==> src/rtl/burst_col_gen.sv <==
module burst_col_gen #(
  parameter int COL_W = 9
) (
  input  logic             clk,
  input  logic             rst_n,
  input  logic             start_i,
  input  logic [COL_W-1:0] col_i,
  input  logic [2:0]       bl_code_i,
  input  logic             interleave_i,
  input  logic             wr_single_i,
  input  logic             is_write_i,
  input  logic             adv_i,
  input  logic             term_i,
  output logic [COL_W-1:0] col_o,
  output logic             valid_o,
  output logic             last_o,
  output logic             err_o
);

  logic [COL_W-1:0] base_q, cnt_q, mask_q, mask_n, step;
  logic             ilv_q, full_q, full_n, rsv_n, single_n;

  assign single_n = is_write_i && wr_single_i;

  always_comb begin
    mask_n = '0;
    full_n = 1'b0;
    rsv_n  = 1'b0;
    case (bl_code_i)
      3'b000: mask_n = '0;
      3'b001: mask_n = COL_W'(1);
      3'b010: mask_n = COL_W'(3);
      3'b011: mask_n = COL_W'(7);
      3'b111: begin mask_n = '1; full_n = 1'b1; end
      default: rsv_n = 1'b1;
    endcase
    if (single_n) begin
      mask_n = '0;
      full_n = 1'b0;
    end
  end

  always_ff @(posedge clk) begin
    if (!rst_n) begin
      base_q  <= '0;
      cnt_q   <= '0;
      mask_q  <= '0;
      ilv_q   <= 1'b0;
      full_q  <= 1'b0;
      valid_o <= 1'b0;
      err_o   <= 1'b0;
    end else if (start_i) begin
      base_q  <= col_i;
      cnt_q   <= '0;
      mask_q  <= mask_n;
      ilv_q   <= interleave_i && !full_n;
      full_q  <= full_n;
      valid_o <= 1'b1;
      if (rsv_n) err_o <= 1'b1;
    end else if (valid_o && term_i) begin
      valid_o <= 1'b0;
    end else if (valid_o && adv_i) begin
      if (last_o) valid_o <= 1'b0;
      else        cnt_q   <= cnt_q + 1'b1;
    end
  end

  assign step   = ilv_q ? (base_q ^ cnt_q) : (base_q + cnt_q);
  assign col_o  = (base_q & ~mask_q) | (step & mask_q);
  assign last_o = valid_o && !full_q && (cnt_q == mask_q);

endmodule

==> config.mk <==
export PLATFORM = sky130hd
export DESIGN_NAME = burst_col_gen
export DESIGN_NICKNAME = d
export VERILOG_FILES = /design/src/rtl/burst_col_gen.sv
export SDC_FILE = /design/constraint.sdc
export NUM_CORES = 1
export LEC_CHECK = 0
export ABC_AREA = 1
export BUFFER_PORTS_ARGS = -buffer_cell sky130_fd_sc_hd__buf_2
export CORE_MARGIN = 4
export CORE_UTILIZATION = 45
export CTS_CLUSTER_DIAMETER = 120
export DETAILED_ROUTE_END_ITERATION = 7
export GPL_ROUTABILITY_DRIVEN = 1
export PLACE_DENSITY_LB_ADDON = 0.2
export SLEW_MARGIN = 0
export SYNTH_ARGS = -nofsm -noshare
export SYNTH_HDL_FRONTEND = slang
export SYNTH_SLANG_ARGS = --single-unit
export TNS_END_PERCENT = 5
==> constraint.sdc <==
create_clock -name clk -period 2 [get_ports clk]
set_input_delay 0.4 -clock clk [delete_from_list [all_inputs] [get_ports clk]]
set_output_delay 0.4 -clock clk [all_outputs]
set_load 0.03 [all_outputs]
==> impl_metrics.toml <==
[clock_network]
tritoncts.num_buffers = 3
clkTransAtPathRegs_ns = 0.10
post-cts-setup-buffers = 0
cts.path.max_buffers = 2
clk-insertion-delay-late_ns = 0.27
cts-root-buf = "clkbuf_8"
cts_tree = "yes"
clock_sinks = 26
ctsHtreeMaxLevel = 1

[routing]
number_of_search_and_repair_iterations_in_the_first_detailed_routing_pass = 5
drc = 0
drt_first_iter_violations = 119
routed-via-count = 1704
route.detailed.vias_per_inst = 4.911
wl_per_cell_um = 11.92
drt_wl_total_um = 4136
final_antenna_net_count = 0

[timing]
fmax_mhz = 421.7
slew_viol_final = 0
fin_worst_hold_slack_ns = 0.3267
timing.final.crit_share = 1.186
setup_repair_after_global_routing_missed_its_margin = "true"
post-route-min-period_ns = 2.371
post-route-worst-setup-slack_ns = -0.3712
finalSetupViolCount = 8
report.final.hold_viol_count = 0
worst_clock_skew_ns = 0.01207
timing.max_slew.rel_slack = 0.6134
timing_worst_slew_pin_value_ns = 0.5793

[logic_synthesis]
synth_warnings = 0
synthCells = 256
yosysTopAreaCellShare = 0.3098
synth.distinct_cells = 27
synth_area_mm2 = 0.001680
yosysTopAreaCell = "dfxtp_1"
synthTopCellsByArea = "dfxtp_1 31%, nand2_1 17%, nand3_1 8.0%"
proportion_of_synthesized_chip_area_in_sequential_cells = 0.3098
synth-seq-cells = 26
synth_nets = 286
syn_avg_cell_area_um2 = 6.564

[power_and_ir_drop]
pwr-share-seq = 0.515
pwr-share-clk = 0.287
vdd_drop_max_uv = 342.3
cellInternalPower_uw = 759.1
p_leak_uw = 0.001007
share_comb_of_total_power = 0.198
p_sw_uw = 309.6
switching_share = 0.2897
power.density_cell_area_mw_per_mm2 = 504.5

[layout]
mostFrequentLayoutCell = "nand2_1"
antennaDiodeCount = 0
final.fill_count = 343
drive_gt1_frac = 0.2425
area_delta_synth_final_pct = 26.06
layout_common_cells = "72 x nand2_1, 32 x inv_1, 26 x nand3_1, 24 x dfxtp_1, 22 x buf_2"
seq_area_um2 = 525.5
fin_nets = 332
area_taken_by_multi_input_logic_gates_mm2 = 0.001057

[status]
status = "complete, but fails checks"
violations_in_the_final_reports = "negative setup slack"

[global_route]
grt.met3_usage = 0.03343
gr-usage-all-layers = 0.1770
number_of_global_route_vias_before_repair = 1567
global_route_wire_length_before_repair_um = 7113
grt.met2_usage = 0.2797
grt_max_degree = 19
grt-ovfl-total = 0
global_route.usage.met1 = 0.2491
antenna_violations_before_repair = 0
globalRoute.busiestLayer = "met2"

[worst_setup_path]
worstSetupEndpointType = "output pin"
required_ns = 1.60
critical_path.startpoint = "base_q[0]"
kind_of_critical_path = "reg -> out"
capture_point_of_the_worst_reg_to_reg_path = "cnt_q[5]"
r2r_cells = 10
timing.critical_path.to = "col_o[4]"
crit_path_start_kind = "flop"
worst-endpoint-arrival_ns = 1.97
regToRegSetupSlack_ns = 0.47
critical_path_fanout_max = 2
r2r-start = "cnt_q[5]"

[worst_hold_path]
min-delay-path-class = "in -> reg"

[floorplan]
fp-row-count = 21
core_mm2 = 0.003468
initial_core_util = 0.4845
die-area_mm2 = 0.004776
die_width_um = 69.11
chipHeight_um = 69.11
design.portCount = 32

[placed_design]
preCtsSetupSlack_ns = -0.1264
port_buffers = 31
hpwlAfterDp_um = 3169
finalWeightedCongestion = 0.9034

[run]
maxCapViolCount = 0
[stage by stage]
step | power (uW) | setup TNS, ns | utilization | instances | area [um2]
final | 1069 | -1.548 | 0.6108 | 347 | 2118
after global routing | 1123 | -2.538 | 0.6108 | 347 | 2118
after CTS | 1074 | -1.567 | 0.6093 | 347 | 2113
after detailed placement | 759.2 | -0.3090 | 0.5801 | 343 | 2012
after global placement | 757.3 | -0.2118 | 0.5801 | 343 | 2012
after floorplan | 690.7 | 0 | - | 256 | 1714
[cell type report]
cell class,instances,area share
Timing Repair Buffer,46,0.1424
Inverter,35,0.06202
Tap cell,46,0.02717
Multi-Input combinational cell,190,0.4991
Clock buffer,4,0.02126
Sequential cell,26,0.2481
[routing by layer]
metal / vias to the layer above / share of wire
li1: 922 / -
met1: 755 / 0.50
met2: 25 / 0.46
met3: 2 / 0.034
met4: 0 / 0.0058
met5: - / 0
[how the worst min path moves through the flow]
stage / slack, ns / endpoint / startpoint / cells after the start
finish: 0.33 / base_q[1] / col_i[1] / 3
global route: 0.32 / base_q[3] / col_i[3] / 3
CTS: 0.33 / base_q[3] / col_i[3] / 3
detailed placement: 0.47 / err_o / err_o / 2
global placement: 0.45 / err_o / err_o / 2
floorplan: 0.45 / full_q / full_q / 2
[sequential cells by signal, indices dropped and copies added (netlist names)]
| register | cells |
|---|---|
| ilv_q | 1 |
| mask_q | 4 |
| valid_o | 1 |
| cnt_q | 9 |
| base_q | 9 |
| full_q | 1 |
| err_o | 1 |
[cell usage after synthesis (all sizes together)]
master / n
or2: 1
xor2: 5
a21oi: 16
clkbuf: 3
nand3: 28
a22o: 5
xnor2: 2
o22ai: 4
o2111ai: 1
o211ai: 1
fa: 1
o21ai: 16
ha: 9
inv: 35
nand2: 78
nand3b: 2
dfxtp: 26
buf: 2
nand4: 2
nor2: 19
[worst max-delay path: stages, from the launching register on]
cell and delay (ns):
dfxtp_2 0.37, ha_4 0.14, inv_2 0.03, fa_2 0.34
inv_2 0.05, nand2_1 0.05, nand2_2 0.07, nand3_2 0.08
buf_4 0.15, xor2_1 0.14, o21ai_2 0.13, buf_6 0.14
[what timing repair did]
| item | 4_1_cts | 5_1_grt |
|---|---|---|
| pin swaps | 3 | 0 |
| gates cloned | 0 | 0 |
| resized for setup | 19 | 3 |
| hold buffers | 0 | 0 |
| setup endpoints to repair | 8 | 9 |
[kinds of logic after synthesis]
kind of cell             count (synthesis)  synth area share
flip-flops                              26            0.3098
buffers and inverters                   40           0.09456
AND/OR/NAND/NOR                        130            0.3321
AO/OA/AOI/OAI                           43            0.1482
adder cells (fa/ha/maj)                 10           0.07893
XOR/XNOR                                 7           0.03649
[power by group through the flow]
stage                     Sequential (uW)  Clock, uW  Combinational, uW
after floorplan                       565          0                126
after global placement                562          0                196
after detailed placement              562          0                197
after CTS                             551        314                210
after global routing                  553        339                231
final                                 550        307                211
Power figures use the tool's default switching activity.
